**src/rtl/hpea_pkg.sv**
```systemverilog
package hpea_pkg;
  localparam int unsigned WORD_W       = 16;
  localparam int unsigned ADDR_W       = 15;
  localparam int unsigned OFFS_W       = 10;
  localparam int unsigned PAGE_W       = ADDR_W - OFFS_W;
  localparam int unsigned IND_BIT      = WORD_W - 1;
  localparam int unsigned PAGE_SEL_BIT = OFFS_W;
  localparam int unsigned ALIAS_N      = 2;

  typedef logic [ADDR_W-1:0] addr_t;
  typedef logic [WORD_W-1:0] word_t;
  typedef logic [PAGE_W-1:0] page_t;
  typedef logic [OFFS_W-1:0] offs_t;

  typedef enum logic {
    ST_IDLE,
    ST_WALK
  } walk_st_e;
endpackage

```
**src/rtl/hpea_page_base.sv**
```systemverilog
module hpea_page_base
  import hpea_pkg::*;
(
  input  logic  page_sel_i,
  input  page_t pc_page_i,
  input  offs_t offs_i,
  output addr_t base_o
);
  page_t page_bits;

  always_comb begin
    page_bits = page_sel_i ? pc_page_i : '0;
    base_o    = {page_bits, offs_i};
  end
endmodule

```
**src/rtl/hpea_alias_port.sv**
```systemverilog
module hpea_alias_port
  import hpea_pkg::*;
(
  input  logic                     clk_i,
  input  logic                     rst_ni,
  input  logic                     rd_want_i,
  input  addr_t                    addr_i,
  input  word_t [ALIAS_N-1:0]      alias_words_i,
  input  logic                     rd_valid_i,
  input  word_t                    rd_data_i,
  output logic                     rd_req_o,
  output addr_t                    rd_addr_o,
  output logic                     step_o,
  output word_t                    step_word_o
);
  logic [ALIAS_N-1:0] hit;
  word_t              masked [ALIAS_N];
  word_t              alias_word;
  logic               is_alias;

  for (genvar i = 0; i < ALIAS_N; i++) begin : g_alias
    assign hit[i]    = (addr_i == addr_t'(i));
    assign masked[i] = hit[i] ? alias_words_i[i] : '0;
  end

  always_comb begin
    alias_word = '0;
    for (int k = 0; k < ALIAS_N; k++) alias_word |= masked[k];
  end

  assign is_alias    = |hit;
  assign rd_req_o    = rd_want_i && !is_alias;
  assign rd_addr_o   = addr_i;
  // alias words are served in the same cycle, memory words on valid
  assign step_o      = rd_want_i && (is_alias || rd_valid_i);
  assign step_word_o = is_alias ? alias_word : rd_data_i;

  a_r6_no_alias_req: assert property (@(posedge clk_i) disable iff (!rst_ni)
    rd_req_o |-> (rd_addr_o >= addr_t'(ALIAS_N)));

  a_r6_alias_one_cycle: assert property (@(posedge clk_i) disable iff (!rst_ni)
    (rd_want_i && (addr_i < addr_t'(ALIAS_N))) |-> (step_o && !rd_req_o));

  a_r8_alias_hit_onehot: assert property (@(posedge clk_i) disable iff (!rst_ni)
    $onehot0(hit));
endmodule

```
**src/rtl/hpea_walk_ctrl.sv**
```systemverilog
module hpea_walk_ctrl
  import hpea_pkg::*;
#(
  parameter int unsigned LVL_W = 8
) (
  input  logic             clk_i,
  input  logic             rst_ni,
  input  logic             start_i,
  input  logic             abort_i,
  input  logic             indirect_i,
  input  addr_t            base_i,
  input  logic             step_i,
  input  word_t            step_word_i,
  output logic             rd_want_o,
  output addr_t            cur_addr_o,
  output logic             busy_o,
  output logic             done_o,
  output addr_t            ea_o,
  output logic [LVL_W-1:0] level_o
);
  localparam logic [LVL_W-1:0] LVL_MAX = {LVL_W{1'b1}};

  walk_st_e         state_q;
  addr_t            cur_q;
  addr_t            ea_q;
  logic             done_q;
  logic [LVL_W-1:0] level_q;

  always_ff @(posedge clk_i or negedge rst_ni) begin
    if (!rst_ni) begin
      state_q <= ST_IDLE;
      cur_q   <= '0;
      ea_q    <= '0;
      done_q  <= 1'b0;
      level_q <= '0;
    end else begin
      done_q <= 1'b0;
      unique case (state_q)
        ST_IDLE: begin
          if (start_i) begin
            level_q <= '0;
            if (indirect_i) begin
              cur_q   <= base_i;
              state_q <= ST_WALK;
            end else begin
              ea_q   <= base_i;
              done_q <= 1'b1;
            end
          end
        end
        ST_WALK: begin
          if (abort_i) begin
            state_q <= ST_IDLE;
          end else if (step_i) begin
            if (level_q != LVL_MAX) level_q <= level_q + 1'b1;
            if (step_word_i[IND_BIT]) begin
              cur_q <= step_word_i[ADDR_W-1:0];
            end else begin
              ea_q    <= step_word_i[ADDR_W-1:0];
              done_q  <= 1'b1;
              state_q <= ST_IDLE;
            end
          end
        end
        default: state_q <= ST_IDLE;
      endcase
    end
  end

  assign busy_o     = (state_q == ST_WALK);
  assign rd_want_o  = busy_o && !abort_i;
  assign cur_addr_o = cur_q;
  assign done_o     = done_q;
  assign ea_o       = ea_q;
  assign level_o    = level_q;

  a_r3_direct_next: assert property (@(posedge clk_i) disable iff (!rst_ni)
    (!busy_o && start_i && !indirect_i) |=>
      (done_o && !busy_o && ea_o == $past(base_i) && level_o == '0));

  a_r7_level_sat: assert property (@(posedge clk_i) disable iff (!rst_ni)
    (level_o == LVL_MAX && !(!busy_o && start_i)) |=> (level_o == LVL_MAX));

  a_r8_busy_start_ignored: assert property (@(posedge clk_i) disable iff (!rst_ni)
    (busy_o && !abort_i && !step_i) |=> (busy_o && !done_o && $stable(cur_addr_o)));

  a_r8_done_not_busy: assert property (@(posedge clk_i) disable iff (!rst_ni)
    done_o |-> !busy_o);

  a_r9_abort_idle: assert property (@(posedge clk_i) disable iff (!rst_ni)
    (busy_o && abort_i) |=> (!busy_o && !done_o));
endmodule

```
**src/rtl/hpea_resolver.sv**
```systemverilog
module hpea_resolver
  import hpea_pkg::*;
#(
  parameter int unsigned LVL_W = 8
) (
  input  logic             clk_i,
  input  logic             rst_ni,
  input  logic             start_i,
  input  logic [15:0]      instr_i,
  input  logic [14:0]      pc_i,
  input  logic [15:0]      acc_a_i,
  input  logic [15:0]      acc_b_i,
  input  logic             abort_i,
  output logic             rd_req_o,
  output logic [14:0]      rd_addr_o,
  input  logic             rd_valid_i,
  input  logic [15:0]      rd_data_i,
  output logic             busy_o,
  output logic             done_o,
  output logic [14:0]      ea_o,
  output logic [LVL_W-1:0] level_o
);
  addr_t               base;
  addr_t               cur_addr;
  logic                rd_want;
  logic                step;
  word_t               step_word;
  word_t [ALIAS_N-1:0] alias_words;
  logic                unused_fields;

  assign alias_words   = {acc_b_i, acc_a_i};
  assign unused_fields = ^{instr_i[IND_BIT-1:PAGE_SEL_BIT+1], pc_i[OFFS_W-1:0]};

  hpea_page_base u_page_base (
    .page_sel_i (instr_i[PAGE_SEL_BIT]),
    .pc_page_i  (pc_i[ADDR_W-1:OFFS_W]),
    .offs_i     (instr_i[OFFS_W-1:0]),
    .base_o     (base)
  );

  hpea_walk_ctrl #(.LVL_W(LVL_W)) u_walk_ctrl (
    .clk_i       (clk_i),
    .rst_ni      (rst_ni),
    .start_i     (start_i),
    .abort_i     (abort_i),
    .indirect_i  (instr_i[IND_BIT]),
    .base_i      (base),
    .step_i      (step),
    .step_word_i (step_word),
    .rd_want_o   (rd_want),
    .cur_addr_o  (cur_addr),
    .busy_o      (busy_o),
    .done_o      (done_o),
    .ea_o        (ea_o),
    .level_o     (level_o)
  );

  hpea_alias_port u_alias_port (
    .clk_i         (clk_i),
    .rst_ni        (rst_ni),
    .rd_want_i     (rd_want),
    .addr_i        (cur_addr),
    .alias_words_i (alias_words),
    .rd_valid_i    (rd_valid_i),
    .rd_data_i     (rd_data_i),
    .rd_req_o      (rd_req_o),
    .rd_addr_o     (rd_addr_o),
    .step_o        (step),
    .step_word_o   (step_word)
  );

  a_r4_req_held: assert property (@(posedge clk_i) disable iff (!rst_ni)
    (rd_req_o && !rd_valid_i && !abort_i) |=> (rd_req_o && $stable(rd_addr_o)));

  a_r5_ea_moves_with_done: assert property (@(posedge clk_i) disable iff (!rst_ni)
    !$stable(ea_o) |-> done_o);

  a_r9_abort_drops_req: assert property (@(posedge clk_i) disable iff (!rst_ni)
    (busy_o && abort_i) |=> !rd_req_o);
endmodule

```
**config.mk**
```make
export PLATFORM = sky130hd
export DESIGN_NAME = hpea_resolver
export DESIGN_NICKNAME = d
export VERILOG_FILES = /design/src/rtl/hpea_pkg.sv /design/src/rtl/hpea_page_base.sv /design/src/rtl/hpea_alias_port.sv /design/src/rtl/hpea_walk_ctrl.sv /design/src/rtl/hpea_resolver.sv
export SDC_FILE = /design/constraint.sdc
export NUM_CORES = 1
export LEC_CHECK = 0
export BUFFER_PORTS_ARGS = -buffer_cell sky130_fd_sc_hd__buf_2
export CAP_MARGIN = 20
export CORE_ASPECT_RATIO = 2
export CORE_MARGIN = 5
export CORE_UTILIZATION = 30
export CTS_BUF_LIST = sky130_fd_sc_hd__clkbuf_2
export DETAILED_ROUTE_END_ITERATION = 8
export PLACE_DENSITY_LB_ADDON = 0.12
export SYNTH_ARGS = -nofsm -noshare
export SYNTH_HDL_FRONTEND = slang
export SYNTH_SLANG_ARGS = --single-unit
```
**constraint.sdc**
```tcl
create_clock -name clk_i -period 2.6 [get_ports clk_i]
set_input_delay 0.52 -clock clk_i [delete_from_list [all_inputs] [get_ports clk_i]]
set_output_delay 0.52 -clock clk_i [all_outputs]
set_load 0.005 [all_outputs]
```
==> flow_summary.yaml, run 1 <==
sta:
  drv_slew: 0
  fin_ws_ps: 139
  setup-tns-final_ps: 0
  final_hold_slack_ps: 375
  slew_at_the_pin_with_the_worst_max_slew_slack_ps: 690
  hold_violations: 0
  tightest_slew_margin_relative_to_the_limit_pct: 53.5
  min_period_over_period_pct: 94.6
  report.final.setup_viol: 0
  worst_clk_skew_ps: 32.0
  period_minus_slack_ps: 2460
  setup_repair_after_global_routing_missed_its_margin: "no"
  max_freq_ghz: 0.406
clock_network:
  cts_tree: "done"
  cts_sinks: 40
  clock_tree.htree_level_count: 2
  path_clk_slew_ps: 220
  clk_latency_ps: 420
  cts_buffer_depth: 2
  clock-root-buffer: "sky130_fd_sc_hd__clkbuf_2"
  number_of_buffers_created_by_cts: 5
floorplanning:
  num_io_pins: 125
  floorplan.rows: 46
  dieArea_um2: 10200
  initial_utilization_pct: 30.9
  fp.coreArea_um2: 7940
  chipWidth_um: 73.9
  chipHeight_um: 138
power:
  p_leak_nw: 1.63
  cellInternalPower_mw: 1.52
  part_of_the_power_in_registers_pct: 42.0
  p_sw_share_pct: 32.1
  peakVddDrop_mv: 0.267
  total_power_mw: 2.24
  net-switching-power_uw: 719
  power.combinational.fraction_pct: 37.0
  p_clk_share_pct: 21.0
  cellPowerDensity_nw_per_um2: 684
setup_path:
  critPathMaxFanout: 12
  crit_path_end_kind: "output pin"
  critPathLaunchType: "register"
  critical_path_class: "register to output pin"
  reg2reg_depth: 7
  crit_path_cell_trace: "nor4_4, nand4_4, buf_4, and2_1, buf_2"
  cp.depth: 5
  critical_path_buf_inv_count: 2
  cp.arrival_ps: 1940
  crit_slowest_cell: "sky130_fd_sc_hd__dfrtp_1"
  cp_delay_by_family_top: "simple AND/OR/NAND/NOR gates"
  critical-path-max-stage-delay_ps: 480
  timing.critical_path.required_ps: 2080
routing:
  detail_route.iter0.violations: 95
  remaining_antenna_violation_count: 0
  routed-via-count: 2136
  dr.pass1.iters: 4
  drcViolationCount: 0
  postRouteWirelength_um: 7740
  routedWlPerCell_um: 17.8
  vias_per_cell: 4.90
cells_and_area:
  final_layout_size_suffix_gt1_share_pct: 53.2
  layout.cell_area.non_filler_um2: 3270
  diodes: 0
  fin_nets: 425
  fillers: 827
  syn2layout_area_growth_pct: 33.4
placement:
  placed_cell_area_um2: 3140
  detailedPlacementHpwl_um: 6140
  portBuffers: 110
  pre_cts_slack_ps: 331
  final_weighted_congestion_of_routability_driven_global_placement: 0.860
flow_run:
  max_cap_viol_count: 0
global_route:
  grt_pass1_vias: 2332
  initial_antenna_violation_count: 0
  grt_max_degree: 52
  grt-ovfl-total: 0
  grt_util_all_layers_pct: 16.0
  grt_pass1_wl_um: 12000
synthesis:
  number_of_enable_type_register_cells_in_the_synthesized_netlist: 0
  synthesis.area_per_instance_um2: 10.9
  async_flop_share_pct: 100
  post_synth_inst_count: 225
  postSynthNetCount: 310
  seq_area_frac_synth_pct: 40.8
  post_synth_most_frequent_cells: "sky130_fd_sc_hd__dfrtp_1, sky130_fd_sc_hd__nand2_1, sky130_fd_sc_hd__mux2_2"
  total_of_warnings_raised_by_yosys: 0
  netlist_area_um2: 2450
  synth_top_area_share_pct: 40.8
  yosys.cell_count.top_type: "sky130_fd_sc_hd__dfrtp_1"
  synth_top_cells_by_area: "sky130_fd_sc_hd__dfrtp_1, sky130_fd_sc_hd__mux2_4, sky130_fd_sc_hd__mux2_2, sky130_fd_sc_hd__nand2_1, sky130_fd_sc_hd__o221ai_1"
  post_synthesis_register_bit_count: 40
  dominantRegCellSynth: "sky130_fd_sc_hd__dfrtp_1"
  synthDominantAreaCellType: "sky130_fd_sc_hd__dfrtp_1"
  yosys.cell_types.count: 34
run_status:
  run_status: "completed"
hold_path:
  min-delay-path-class: "input port to register"
  hold-path-cell-count: 2
==> path summary, 6_finish.rpt <==
| kind | start | to | slack, ps |
|---|---|---|---|
| worst max-delay path | u_walk_ctrl.cur_addr_o[12] | rd_req_o | 140 |
| min in group asynchronous | rst_ni | u_walk_ctrl.done_o | 510 |
| worst min-delay path | instr_i[15] | u_walk_ctrl.busy_o | 370 |
| worst max register to register | u_walk_ctrl.cur_addr_o[12] | u_walk_ctrl.ea_o[10] | 420 |
| worst min register to register | u_walk_ctrl.ea_o[14] | u_walk_ctrl.ea_o[14] | 520 |
| max in group asynchronous | rst_ni | u_walk_ctrl.level_o[1] | 1490 |
==> metrics by stage <==
| stage | cells | util [%] |
|---|---|---|
| 2_1_floorplan | 225 | - |
| 5_1_grt | 436 | 41.2 |
| 4_1_cts | 435 | 40.9 |
| 6_report | 436 | 41.2 |
| 3_5_place_dp | 427 | 39.6 |
| 3_3_place_gp | 427 | 39.6 |
==> layout make-up <==
| class | instances | area, um^2 | share of cell area [%] |
|---|---|---|---|
| clock buffer | 5 | 25.0 | 0.765 |
| clock inverter | 2 | 60.1 | 1.84 |
| inverter | 14 | 52.6 | 1.61 |
| multi-input combinational | 157 | 1340 | 41.1 |
| sequential | 40 | 1000 | 30.6 |
| tap | 96 | 120 | 3.67 |
| timing repair buffer | 122 | 668 | 20.4 |
==> state kept, by name (all words and copies together) (netlist names) <==
| register | flops |
|---|---|
| u_walk_ctrl.level_o | 8 |
| u_walk_ctrl.ea_o | 15 |
| u_walk_ctrl.done_o | 1 |
| u_walk_ctrl.cur_addr_o | 15 |
| u_walk_ctrl.busy_o | 1 |
==> power by group through the flow <==
| stage | clock network [mW] | registers [mW] | logic (mW) |
|---|---|---|---|
| final | 0.470 | 0.940 | 0.829 |
| after global routing | 0.501 | 0.965 | 0.913 |
| after CTS | 0.486 | 0.934 | 0.832 |
| after detailed placement | 0 | 0.941 | 0.823 |
| after global placement | 0 | 0.936 | 0.816 |
| after floorplan | 0 | 0.909 | 0.468 |
==> logic make-up after synthesis <==
logic type      share of synthesized area [%]
simple gates                             15.4
mux                                      24.8
flops                                    40.8
compound gates                           11.9
buf+inv                                  5.51
xor+xnor                                 1.07
fa+ha+maj                               0.510
==> timing repair <==
item                                    CTS  global route
endpoints found under the setup margin    1             1
hold endpoints to repair                 15             0
hold buffers                              1             0
buffers inserted                          0             1
gates resized for setup                   1             3
==> metal layers <==
metal	vias to the layer above	part of all wire, %	track usage (%)
met2	85	56	30.2
met1	1000	34	16.3
met4	0	3.0	6.65
li1	1035	-	-
met5	-	0	0
met3	16	6.9	3.12
==> cells in the final DEF (no fill, tap or decap), types with 3 or more instances in the layout <==
master / Yosys / layout
sky130_fd_sc_hd__buf_4: 0 / 9
sky130_fd_sc_hd__mux2_2: 24 / 24
sky130_fd_sc_hd__o221ai_1: 10 / 10
sky130_fd_sc_hd__o211ai_1: 6 / 6
sky130_fd_sc_hd__inv_1: 14 / 14
sky130_fd_sc_hd__and2_1: 3 / 3
sky130_fd_sc_hd__nor2_1: 10 / 10
sky130_fd_sc_hd__nand2b_1: 3 / 3
sky130_fd_sc_hd__dfrtp_1: 40 / 39
sky130_fd_sc_hd__nor2b_1: 4 / 4
sky130_fd_sc_hd__buf_2: 3 / 110
sky130_fd_sc_hd__mux2_4: 19 / 19
sky130_fd_sc_hd__nand2_1: 28 / 28
sky130_fd_sc_hd__nor4_4: 0 / 3
sky130_fd_sc_hd__xnor2_1: 3 / 3
sky130_fd_sc_hd__mux2_1: 3 / 3
sky130_fd_sc_hd__a21oi_1: 3 / 3
sky130_fd_sc_hd__clkbuf_2: 0 / 5
sky130_fd_sc_hd__nand3_1: 17 / 17
sky130_fd_sc_hd__o21ai_0: 3 / 3
No activity file was read; power rests on OpenSTA's default activity.
==> run 2: changes to the inputs <==
Settings changed: CORE_MARGIN 5 to 8, CORE_UTILIZATION 30 to 40.
==> run 2 against run 1 <==
Compared with the run above:
- hold slack worse by 150 ps
- die area is 11% lower
- clock skew is 16 ps lower
- first-iteration DRC count is 40% lower
- clock-buffer cell count is 1 higher
- final cell count is 8.5% lower
- flip-flop and latch count stayed put
- clock power is 46% lower
- register-to-register slack better by 60 ps
==> flow_summary.yaml, run 2 (synthesis gave the netlist of run 1 again) <==
routing:
  drcViolationCount: 0
  detail_route.iter0.violations: 57
  remaining_antenna_violation_count: 0
  dr.pass1.iters: 4
  routedWlPerCell_um: 18.9
  vias_per_cell: 5.42
  postRouteWirelength_um: 7520
  routed-via-count: 2161
sta:
  report.final.setup_viol: 0
  min_period_over_period_pct: 94.2
  worst_clk_skew_ps: 16.3
  slew_at_the_pin_with_the_worst_max_slew_slack_ps: 914
  fin_ws_ps: 151
  hold_violations: 0
  setup-tns-final_ps: 0
  max_freq_ghz: 0.408
  period_minus_slack_ps: 2450
  drv_slew: 0
  tightest_slew_margin_relative_to_the_limit_pct: 39.1
  setup_repair_after_global_routing_missed_its_margin: "no"
setup_path:
  critPathMaxFanout: 15
  critPathLaunchType: "register"
  crit_slowest_cell: "sky130_fd_sc_hd__dfrtp_1"
  critical_path_class: "register to output pin"
  critical_path_buf_inv_count: 2
  cp_delay_by_family_top: "simple AND/OR/NAND/NOR gates"
  timing.critical_path.required_ps: 2080
  crit_path_cell_trace: "nor4_2, nand4_4, buf_4, and2_1, buf_2"
  crit_path_end_kind: "output pin"
  critical-path-max-stage-delay_ps: 450
  cp.arrival_ps: 1930
cells_and_area:
  postLayoutCoreUtil_pct: 52.5
  fin_nets: 421
  syn2layout_area_growth_pct: 27.4
  mostFrequentLayoutCells: "sky130_fd_sc_hd__buf_2, sky130_fd_sc_hd__dfrtp_1, sky130_fd_sc_hd__nand2_1, sky130_fd_sc_hd__mux2_2, sky130_fd_sc_hd__mux2_4"
  layout_commonest_cell: "sky130_fd_sc_hd__buf_2"
  final_layout_size_suffix_gt1_share_pct: 52.7
  final_cell_count_no_fill: 399
  fillers: 580
  multiInputGateArea_um2: 1340
  diodes: 0
  seq_area_um2: 1000
power:
  power.combinational.fraction_pct: 41.0
  part_of_the_power_in_registers_pct: 46.1
  peakVddDrop_mv: 0.266
  p_leak_nw: 1.59
  p_sw_share_pct: 34.4
  p_clk_share_pct: 12.9
  cellInternalPower_mw: 1.31
  total_power_mw: 1.99
  net-switching-power_uw: 683
  cellPowerDensity_nw_per_um2: 636
global_route:
  grt_max_degree: 41
  initial_antenna_violation_count: 0
  grt_util_all_layers_pct: 17.0
  grt-ovfl-total: 0
  grt_pass1_vias: 2336
  grt_pass1_wl_um: 12000
floorplanning:
  num_io_pins: 125
  chipWidth_um: 71.4
  chipHeight_um: 127
  floorplan.rows: 40
  fp.coreArea_um2: 5960
  dieArea_um2: 9050
  initial_utilization_pct: 41.2
placement:
  portBuffers: 110
  pre_cts_slack_ps: 415
  detailedPlacementHpwl_um: 6050
  final_weighted_congestion_of_routability_driven_global_placement: 0.837
  placedCellCount: 392
clock_network:
  cts_sinks: 40
  cts_buffer_depth: 2
  path_clk_slew_ps: 190
  clk_latency_ps: 380
  clock_tree.htree_level_count: 2
  number_of_buffers_created_by_cts: 5
  clock-root-buffer: "sky130_fd_sc_hd__clkbuf_2"
  cts_tree: "done"
flow_run:
  max_cap_viol_count: 0
hold_path:
  min-delay-path-class: "input port to async pin"
run_status:
  run_status: "completed"
run 2: cell count changes in the layout (fill, tap and decap cells not counted), sizes merged:
cell         delta
clkinv          +1
clkbuf          +1
buf             -3
bufinv          -2
dlygate4sd3     -1
run 2: layout make-up:
type / count / area share, %
well taps: 63 / 2.52
multi-input cells: 157 / 42.7
inverters: 14 / 1.68
clock buffers: 6 / 0.961
repair buffers: 118 / 19.9
flip-flops and latches: 40 / 32.0
clock inverters: 1 / 0.160
run 2: layer usage:
layer | wire (um) | up-vias | GRT usage (%)
li1 | - | 1028 | -
met2 | 4250 | 72 | 33.2
met3 | 456 | 5 | 4.26
met5 | 0 | - | 0
met1 | 2740 | 1056 | 16.5
met4 | 82 | 0 | 5.19
run 2: what timing repair did:
item / 4_1_cts / 5_1_grt
endpoints found under the hold margin: 0 / 0
buffers inserted: 0 / 0
hold buffers: 0 / 0
resized for setup: 0 / 2
setup endpoints to repair: 0 / 1
run 2: stage by stage:
| stage | cell area [um^2] | hold WS [ps] |
|---|---|---|
| final | 3130 | 230 |
| after detailed placement | 3070 | 476 |
| after global placement | 3070 | 471 |
| after floorplan | 2450 | 224 |
| after CTS | 3110 | 243 |
| after global routing | 3130 | 267 |
run 2: final timing paths:
kind | slack [ps] | endpoint | from | cells after the start
worst max-delay path | 150 | rd_req_o | u_walk_ctrl.cur_addr_o[8] | 5
worst min-delay path | 230 | u_walk_ctrl.ea_o[2] | rst_ni | 1
worst max register to register | 480 | u_walk_ctrl.ea_o[10] | u_walk_ctrl.cur_addr_o[8] | 7
worst min register to register | 510 | u_walk_ctrl.ea_o[10] | u_walk_ctrl.ea_o[10] | 1
max in group asynchronous | 1790 | u_walk_ctrl.level_o[5] | rst_ni | 1
min in group clk_i | 400 | u_walk_ctrl.busy_o | instr_i[15] | 2
run 2: power by group through the flow:
stage	logic, mW	clock network (mW)	registers [mW]
floorplan	0.468	0	0.909
global placement	0.814	0	0.913
detailed placement	0.829	0	0.918
CTS	0.831	0.276	0.903
global route	0.885	0.297	0.939
finish	0.816	0.256	0.917
==> run 3: changes to the inputs <==
Settings changed: SETUP_SLACK_MARGIN from default to 0.4.
==> run 3 against run 2 <==
Compared with the run above:
- clock-buffer cell count did not move
- power rose by 2.3%
- global-route usage rose by 0.36 points
- sequential share of layout area decreased by 0.75 points
- clock power hardly changed
- flip-flop and latch count did not move
- first-iteration DRC count rose by 14%
- critical path type unchanged
==> flow_summary.yaml, run 3 (synthesis gave the netlist of run 1 again) <==
clock_network:
  clock_tree.htree_level_count: 2
  path_clk_slew_ps: 200
  clk_latency_ps: 390
  cts_tree: "done"
  cts_buffer_depth: 2
  clock-root-buffer: "sky130_fd_sc_hd__clkbuf_2"
  post_cts_hold_buffer_count: 0
  number_of_buffers_created_by_cts: 5
  cts_sinks: 40
run_status:
  run_status: "completed"
routing:
  detail_route.iter0.violations: 65
  drcViolationCount: 0
  dr_wl_met3_um: 469
  routed-via-count: 2173
  met2_wirelength_um: 4330
  postRouteWirelength_um: 7650
  wirelength_met1_um: 2730
  topRoutingLayerUsed: "met4"
  dr.pass1.iters: 4
  vias_per_cell: 5.38
  remaining_antenna_violation_count: 0
  routedWlPerCell_um: 18.9
placement:
  placed_cell_area_um2: 3070
  pre_cts_slack_ps: 415
  final_weighted_congestion_of_routability_driven_global_placement: 0.837
  portBuffers: 110
  detailedPlacementHpwl_um: 6050
  placedCellCount: 392
setup_path:
  critPathMaxFanout: 2
  cp.arrival_ps: 1730
  critPathLaunchType: "register"
  critical-path-max-stage-delay_ps: 440
  timing.critical_path.required_ps: 2080
  crit_path_end_kind: "output pin"
  crit_slowest_cell: "sky130_fd_sc_hd__dfrtp_1"
  crit_path_cell_trace: "nor4_4, nand4_4, buf_8, and2_4, buf_6"
  critical_path_class: "register to output pin"
sta:
  slew_at_the_pin_with_the_worst_max_slew_slack_ps: 917
  setup_repair_after_global_routing_missed_its_margin: "yes"
  drv_slew: 0
  report.final.setup_viol: 0
  setup-tns-final_ps: 0
  period_minus_slack_ps: 2250
  final_hold_slack_ps: 228
  hold_violations: 0
  min_period_over_period_pct: 86.6
  tightest_slew_margin_relative_to_the_limit_pct: 38.9
  max_freq_ghz: 0.444
  fin_ws_ps: 348
  worst_clk_skew_ps: 20.0
floorplanning:
  initial_utilization_pct: 41.2
  dieArea_um2: 9050
  floorplan.rows: 40
  chipWidth_um: 71.4
  num_io_pins: 125
  chipHeight_um: 127
  fp.coreArea_um2: 5960
cells_and_area:
  fin_nets: 426
  diodes: 0
  layout.cell_area.non_filler_um2: 3200
  final_layout_size_suffix_gt1_share_pct: 54.5
  postLayoutCoreUtil_pct: 53.8
  layout_commonest_cell: "sky130_fd_sc_hd__buf_2"
  final_cell_count_no_fill: 404
  syn2layout_area_growth_pct: 30.6
  mostFrequentLayoutCells: "sky130_fd_sc_hd__buf_2, sky130_fd_sc_hd__dfrtp_1, sky130_fd_sc_hd__nand2_1, sky130_fd_sc_hd__mux2_2, sky130_fd_sc_hd__mux2_4"
power:
  p_leak_nw: 1.62
  peakVddDrop_mv: 0.272
  cellPowerDensity_nw_per_um2: 635
  total_power_mw: 2.04
hold_path:
  min-delay-path-class: "input port to async pin"
flow_run:
  max_cap_viol_count: 0
global_route:
  grt_pass1_wl_um: 12200
  grt-ovfl-total: 0
  grt_util_all_layers_pct: 17.4
  grt_max_degree: 41
  grt_pass1_vias: 2384
  initial_antenna_violation_count: 0
[run 3: cell type report]
cell class                 instances  area, um^2
clock buffer                       6        30.0
clock inverter                     1        5.00
fill                             573        2750
inverter                          14        52.6
multi-input combinational        157        1360
sequential                        40        1000
tap                               63        78.8
timing repair buffer             123         678
[run 3: metal layers]
| layer | global-route usage (%) | vias up |
|---|---|---|
| met5 | 0 | - |
| met4 | 5.93 | 0 |
| met3 | 4.50 | 7 |
| met2 | 33.5 | 75 |
| met1 | 16.9 | 1055 |
| li1 | - | 1036 |
[run 3: power by group]
group | total [mW] | internal [mW] | switching, mW
clock network | 0.258 | 0.0643 | 0.193
registers | 0.920 | 0.777 | 0.143
logic | 0.858 | 0.493 | 0.365
[run 3: worst max-delay path: cells and delay by family, from the launching register on]
family                 cells  cell delay (ps)
buffers and inverters      2              260
and+or+nand+nor            3              660
DFF                        1              440
[run 3: final timing paths]
| check | from | end | slack [ps] | cells past startpoint |
|---|---|---|---|---|
| worst max-delay path | u_walk_ctrl.cur_addr_o[3] | rd_req_o | 350 | 5 |
| worst min-delay path | rst_ni | u_walk_ctrl.ea_o[2] | 230 | 1 |
| worst max register to register | u_walk_ctrl.cur_addr_o[3] | u_walk_ctrl.ea_o[7] | 510 | 6 |
| worst min register to register | u_walk_ctrl.ea_o[10] | u_walk_ctrl.ea_o[10] | 510 | 1 |
| max in group asynchronous | rst_ni | u_walk_ctrl.cur_addr_o[4] | 1770 | 1 |
| min in group clk_i | instr_i[15] | u_walk_ctrl.busy_o | 400 | 2 |
[run 3: timing repair]
| item | 4_1_cts | 5_1_grt |
|---|---|---|
| gates resized for setup | 8 | 5 |
| setup endpoints to repair | 7 | 18 |
| buffers inserted | 5 | 0 |
| hold endpoints to repair | 0 | 0 |
| pin swaps | 2 | 2 |
| cloned | 0 | 0 |
